## src/rtl/bcm_gamma_driver.sv

```systemverilog
module bcm_gamma_driver #(
  parameter int CHANNELS  = 9,
  parameter int VAL_W     = 8,
  parameter int DEPTH     = 12,
  parameter int BLANK_LEN = 2,
  parameter int SKIP_PIN  = 8,
  parameter int CH_W      = 4
) (
  input  logic                  clk,
  input  logic                  rst,
  input  logic                  wr_en,
  input  logic [CH_W-1:0]       wr_ch,
  input  logic [VAL_W-1:0]      wr_val,
  output logic [CHANNELS:0]     led_out
);
  localparam int PORT_W  = CHANNELS + 1;
  localparam int PROD_W  = 2 * VAL_W;
  localparam int PLANE_W = $clog2(DEPTH + 1);
  localparam int CNT_W   = DEPTH + 1;

  logic [VAL_W-1:0]   pend  [CHANNELS];
  logic [DEPTH-1:0]   level [CHANNELS];
  logic [PLANE_W-1:0] plane;
  logic [CNT_W-1:0]   cnt;
  logic [CNT_W-1:0]   hold_last;
  logic               slot_end, blank, frame_end;

  function automatic logic [DEPTH-1:0] gamma(input logic [VAL_W-1:0] v);
    logic [PROD_W-1:0] p;
    p = PROD_W'(v) * PROD_W'(v);
    return p[PROD_W-1 -: DEPTH];
  endfunction

  assign blank     = (plane == PLANE_W'(DEPTH));
  assign hold_last = blank ? CNT_W'(BLANK_LEN - 1)
                           : (CNT_W'(2) << plane) - CNT_W'(1);
  assign slot_end  = (cnt == hold_last);
  assign frame_end = slot_end && blank;

  always_ff @(posedge clk) begin
    if (rst) begin
      plane <= '0;
      cnt   <= '0;
      for (int c = 0; c < CHANNELS; c++) begin
        pend[c]  <= '0;
        level[c] <= '0;
      end
    end else begin
      cnt <= slot_end ? '0 : cnt + CNT_W'(1);
      if (slot_end)
        plane <= blank ? '0 : plane + PLANE_W'(1);
      if (frame_end)
        for (int c = 0; c < CHANNELS; c++)
          level[c] <= gamma(pend[c]);
      if (wr_en && (int'(wr_ch) < CHANNELS))
        pend[wr_ch] <= wr_val;
    end
  end

  for (genvar p = 0; p < PORT_W; p++) begin : g_pin
    if (p == SKIP_PIN) begin : g_spare
      assign led_out[p] = 1'b0;
    end else begin : g_drive
      localparam int CH = (p < SKIP_PIN) ? p : p - 1;
      assign led_out[p] = !blank && level[CH][plane];
    end
  end
endmodule


```

## config.mk

```make
export PLATFORM = sky130hd
export DESIGN_NAME = bcm_gamma_driver
export DESIGN_NICKNAME = d
export VERILOG_FILES = /design/src/rtl/bcm_gamma_driver.sv
export SDC_FILE = /design/constraint.sdc
export NUM_CORES = 1
export LEC_CHECK = 0
export BUFFER_PORTS_ARGS = -buffer_cell sky130_fd_sc_hd__buf_4
export CORE_MARGIN = 4
export CORE_UTILIZATION = 28
export DETAILED_ROUTE_END_ITERATION = 7
export PLACE_DENSITY_LB_ADDON = 0.05
export SLEW_MARGIN = 20
export SYNTH_ARGS = -nofsm -noshare
export SYNTH_HDL_FRONTEND = slang
export SYNTH_SLANG_ARGS = --single-unit
```

## constraint.sdc

```tcl
create_clock -name clk -period 10.5 [get_ports clk]
set_input_delay 1.05 -clock clk [delete_from_list [all_inputs] [get_ports clk]]
set_output_delay 1.05 -clock clk [all_outputs]
set_load 0.02 [all_outputs]
```

# [Yosys cells after proc, flatten, opt, wreduce, memory -nomap -nowiden]
# Memories as Yosys holds them, arrays and structs flattened.
# Cells that the tools add are included.
[totals] register_bits=17 latch_bits=0 mem_bits_rw=180 romBits=0 out_inout_bits=10 memories=2
[op_classes] n_addsub=3 n_mul=9 div_mod_pow=0 order_cmp=2 eq_ne=2 n_shift=1 n_mux=40 n_bitwise=9 reduce_logical=14
[memory_table] memory="level" words=9 word_bits=12 read_ports=9 rd_clocked_by_memory_dff=0 wr=9 line="22" rtl="logic [DEPTH-1:0] level [CHANNELS];"
[memory_table] memory="pend" words=9 word_bits=8 read_ports=9 rd_clocked_by_memory_dff=0 wr=9 line="21" rtl="logic [VAL_W-1:0] pend [CHANNELS];"
[op_table] cell="8-bit by 8-bit multiplier with 16-bit output" n=9
[op_table] cell="12-bit 2-to-1 mux" n=9
[op_table] cell="1-bit binary-select mux with 4-bit select" n=9
[op_table] cell="1-bit 2-to-1 mux" n=18
[op_table] cell="13-bit by 1-bit adder with 13-bit output, second input constant" n=1
[op_table] cell="13-bit == test" n=1
[op_table] cell="13-bit 2-to-1 mux" n=1
[op_table] cell="2-bit by 4-bit left shift with 13-bit output, first input constant" n=1
[op_table] cell="13-bit by 2-bit subtractor with 13-bit output, second input constant" n=1
[op_table] cell="1-bit logical AND" n=11
[op_table] cell="1-bit OR" n=9
[op_table] cell="4-bit 2-to-1 mux" n=2
[op_table] cell="8-bit 2-to-1 mux" n=1
[op_table] cell="8-bit OR reduction" n=1
[op_table] cell="4-bit by 5-bit less-than comparator with 1-bit output, second input constant" n=1
[op_table] cell="4-bit by 1-bit adder with 4-bit output, second input constant" n=1
[op_table] cell="4-bit == test, second input constant" n=1
[op_table] cell="4-bit less-than comparator, second input constant" n=1
[op_table] cell="2-bit OR reduction" n=1
[op_table] cell="1-bit logical NOT" n=1

# [Longest topological paths before layout]
[depth] ltp_word=9 mapped_depth=19 ltp_nobuf=18

# [Worst setup path before layout]
# OpenSTA, ideal clock, no wires.
[synth_path] path_kind="flip-flop to flip-flop" from="register plane[0]" to="memory level[0][0], enable pin" t_arrival_ps=10727 t_required_ps=9776 slack_ps=-952 path_stages_with_launch=16 path_buffers=4 period_less_slack_ps=11452 cell_sequence="dfxtp_1 -> buf_1 -> inv_1 -> ha_1 -> buf_6 -> buf_4 -> nand2_1 -> ha_1 -> buf_4 -> nor2b_1 -> a22oi_1 -> nor3_1 -> and4b_1 -> nor4_4 -> nand3_1 -> o21ai_0"
[synth_rtl] element="from (decl)" line="23" rtl="logic [PLANE_W-1:0] plane;"
[synth_rtl] element="from (signal assigned)" line="51" rtl="plane <= blank ? '0 : plane + PLANE_W'(1);"
[synth_rtl] element="to (decl)" line="22"

==> metrics.csv <==
stage;metric;value;unit
grt;largest net degree at the start of global routing;79;
worst_setup_path;CP startpoint kind;flop;
synthesis;share of flip-flops with an asynchronous set or reset;0;
timing;Worst Tran Pin Value;1.084;ns
clock_network;maximum count of clock buffers along a single path;2;
synthesis;synthesized area divided by synthesized cell count;9.656;um^2
layout;layout overhead on the synthesized area;8.382;%
detailed_routing;detailed-route DRC error count;0;
synthesis;Warnings, synthesis;0;
grt;number of global-route vias before repair;16830;
layout;fraction of layout instances using a drive strength above 1;0.05322;
job;max-cap violation count;0;
pwr;combinational fraction of design power;0.603;
placed_design;number of placed instances, taps included;3462;
clock_network;Clock Latency Late Sink;0.50;ns
timing;Finish-stage setup viols;0;
timing;setup TNS after final layout;0;ns
clock_network;post-CTS clock slew at the launch and capture registers of the worst setup and hold paths;0.08;ns
hold_path;end of the worst hold path;cnt[0]$_SDFF_PP0_;
pwr;internal power;0.002313;W
hold_path;worst hold path class;reg -> reg;
pwr;sequential fraction of design power;0.233;
worst_setup_path;slowest CP cell;sky130_fd_sc_hd__dfxtp_2;
detailed_routing;drt initial violations;630;
grt;grt total ovfl;0;
worst_setup_path;Critical R2R Launch;plane[1]$_SDFFE_PP0N_;
worst_setup_path;Crit Path Category;reg -> reg;
worst_setup_path;kind of end point of the critical path;flop;
worst_setup_path;worst stage delay on the critical path;1.00;ns
worst_setup_path;Reg2Reg Capture Point;level[0][73]$_SDFFCE_PN0P_;
detailed_routing;DR pass1 iterations;5;
worst_setup_path;chain of cells forming the critical path;inv_1 > ha_1 > nand2_1 > ha_1 > nor2b_1 > a22oi_1 > a2bb2oi_1 > a22o_1 > nor4_4 > nand3_1 > o21ai_4 > buf_4 > buf_4;
floorplanning;die area;87780;um^2
clock_network;TritonCTS clock tree;built;
synthesis;Mapped Cells;2410;
timing;RSZ-0062 raised after global routing;no;
placed_design;number of input and output port buffers inserted;23;
clock_network;total number of H-tree levels;4;
synthesis;count of distinct cell types in the synthesized netlist;77;
floorplanning;initial standard-cell utilization of the core;0.2829;
grt;global-route wire length before repair;92.92;mm
clock_network;cells resized by post-CTS repair;0;
pwr;relative contribution of the clock network to total power;0.165;
floorplanning;floorplan die height;296.3;um
detailed_routing;drt total wl;57.34;mm
outcome;run status;complete, no violations;
synthesis;sequential area share after synthesis;0.2469;
layout;most common cell after layout, fill and taps aside;sky130_fd_sc_hd__inv_1;
layout;net count of the finished layout;2908;
layout;fill cell instance count of the final layout;8635;
pwr;Leak Pwr;11.45;nW
synthesis;count of flip-flops with a built-in enable after synthesis;180;
hold_path;startpoint of the lowest-slack hold path;cnt[0]$_SDFF_PP0_;
grt;initial antenna violation count;7;
clock_network;CTS Buf Count;17;
pwr;switching power as a share of total power;0.4371;
hold_path;cell count of the worst hold path;1;
timing;max-slew violation count;0;
clock_network;root buffer cell;sky130_fd_sc_hd__clkbuf_16;
timing;Worst Clk Skew;0.01322;ns
placed_design;GPL Wtd Cong;0.7504;
floorplanning;Core ar.;82240;um^2
timing;total count of hold-check failures in the final report;0;
worst_setup_path;Register-to-Register Path Depth;13;
synthesis;flip-flop and latch count after synthesis;197;
pwr;power density relative to cell area;162.9;nW/um^2
timing;relative slew slack;0.2749;
floorplanning;boundary pin count;25;
grt;Overall Global Routing Usage;0.1370;
synthesis;share of the synthesized area in the top cell type;0.2323;
timing;Final Critical Period;6.036;ns
worst_setup_path;CP top delay family;buffers and inverters;
floorplanning;row count;105;
placed_design;worst slack at placement;4.355;ns
timing;fmax;165.7;MHz
detailed_routing;detailed-route wire length per cell;16.38;um
detailed_routing;Vias;15860;
layout;number of standard cells in the layout, taps in and fillers out;3500;
floorplanning;Horiz. Die Dim;296.3;um
pwr;PnR Total Power;0.004109;W
worst_setup_path;worst path arrival time;6.16;ns
timing;final worst setup slack;4.464;ns
worst_setup_path;r2r setup slk;4.46;ns
clock_network;clock sinks;197;
layout;most frequent cells in the layout;sky130_fd_sc_hd__inv_1 (418), sky130_fd_sc_hd__ha_1 (261), sky130_fd_sc_hd__and2_1 (234), sky130_fd_sc_hd__fa_1 (221), sky130_fd_sc_hd__nor2_1 (218);
placed_design;HPWL Detailed;43.51;mm
pwr;net switching component of the power;0.001796;W
detailed_routing;remaining antenna violation count after routing;0;
detailed_routing;drt via density;4.530;
clock_network;number of hold-repair buffers added at the cts stage;0;
pwr;Max IR drop VDD;0.1246;mV
timing;post-route clock period utilization;0.5749;
synthesis;Area contributors post-synth;sky130_fd_sc_hd__edfxtp_1 (23%), sky130_fd_sc_hd__fa_1 (19%), sky130_fd_sc_hd__ha_1 (14%);
worst_setup_path;combined buffer and inverter count along the critical path;3;
clock_network;setup bufs post-CTS;0;
synthesis;Synth Flop Type;sky130_fd_sc_hd__edfxtp_1;
worst_setup_path;biggest fanout along the worst timing path;49;
synthesis;Post-Syn Area;23270;um^2
worst_setup_path;required time of the critical path;10.62;ns
synthesis;cell type contributing the most total cell area after synthesis;sky130_fd_sc_hd__edfxtp_1;
==> per-layer routing <==
layer | share of wire | track usage | vias up
met2 | 0.48 | 0.2330 | 147
met3 | 0.025 | 0.01655 | 34
met5 | 0 | 0 | -
met1 | 0.48 | 0.1874 | 7750
li1 | - | - | 7924
met4 | 0.012 | 0.03047 | 0
==> cell type report <==
class	instances	area (um^2)	area share
Multi-Input combinational cell	1737	15680	0.6218
Sequential cell	197	5749	0.2280
Inverter	419	1573	0.06236
Tap cell	1070	1339	0.05308
Clock buffer	17	425.4	0.01687
Timing Repair Buffer	39	292.8	0.01161
Clock inverter	15	145.1	0.005755
Antenna cell	6	15.01	0.0005953
==> cells in the mapped netlist (all sizes together), types with 26 or more instances <==
cell    instances
clkbuf         33
o21ai          73
fa            221
edfxtp        180
nor2          218
and2          234
inv           418
and3           27
ha            261
a21oi          81
buf            26
xnor2          91
o21a           26
nand2b         28
xor2           65
nand2         133
mux4           27
==> logic make-up after synthesis <==
| kind of cell | Yosys count | synth area share |
|---|---|---|
| muxes | 47 | 0.03490 |
| xor gates and xnor gates | 156 | 0.05872 |
| AOI/OAI and AO/OA | 280 | 0.07694 |
| other | 1 | 0.0001612 |
| and+or+nand+nor | 769 | 0.1718 |
| buffers and inverters | 478 | 0.08012 |
| DFF | 197 | 0.2469 |
| adders and majority gates | 482 | 0.3305 |
==> registers in the layout (all words and copies together) (netlist names) <==
signal,count
pend,72
plane,4
level,108
cnt,13
==> worst max-delay path by stage <==
stage	start	end	slack, ns	depth (start not counted)
finish	plane[1]$_SDFFE_PP0N_	level[0][73]$_SDFFCE_PN0P_	4.46	13
global route	plane[1]$_SDFFE_PP0N_	level[0][74]$_SDFFCE_PN0P_	3.96	13
CTS	plane[1]$_SDFFE_PP0N_	level[0][73]$_SDFFCE_PN0P_	4.36	13
detailed placement	plane[1]$_SDFFE_PP0N_	level[0][73]$_SDFFCE_PN0P_	4.35	13
global placement	plane[1]$_SDFFE_PP0N_	level[0][73]$_SDFFCE_PN0P_	4.49	13
floorplan	plane[0]$_SDFFE_PP0N_	level[0][0]$_SDFFCE_PN0P_	1.96	15
==> per-stage QoR <==
stage                 util  cell area, um^2  hold WS [ns]
floorplan                -            23280        0.4331
global route        0.3065            25210        0.5664
global placement    0.2995            24630        0.4592
CTS                 0.3065            25210        0.4869
detailed placement  0.2995            24630        0.4653
finish              0.3067            25220        0.4872
==> worst register-to-register path, delay by kind of cell (launching register included) <==
| kind | cells | cell delay [ns] |
|---|---|---|
| flip-flops | 1 | 1.00 |
| AO/OA/AOI/OAI | 4 | 1.29 |
| buffers and inverters | 3 | 1.35 |
| AND/OR/NAND/NOR | 4 | 1.17 |
| adder cells (fa/ha/maj) | 2 | 0.78 |
==> power by group through the flow <==
stage / sequential (W) / combinational [W] / clock (W)
4_1_cts: 0.000960 / 0.00254 / 0.000704
5_1_grt: 0.000968 / 0.00287 / 0.000729
6_report: 0.000957 / 0.00248 / 0.000676
3_3_place_gp: 0.000978 / 0.00254 / 0
2_1_floorplan: 0.000936 / 0.00198 / 0
3_5_place_dp: 0.000978 / 0.00251 / 0
No activity file was read; power rests on OpenSTA's default activity.
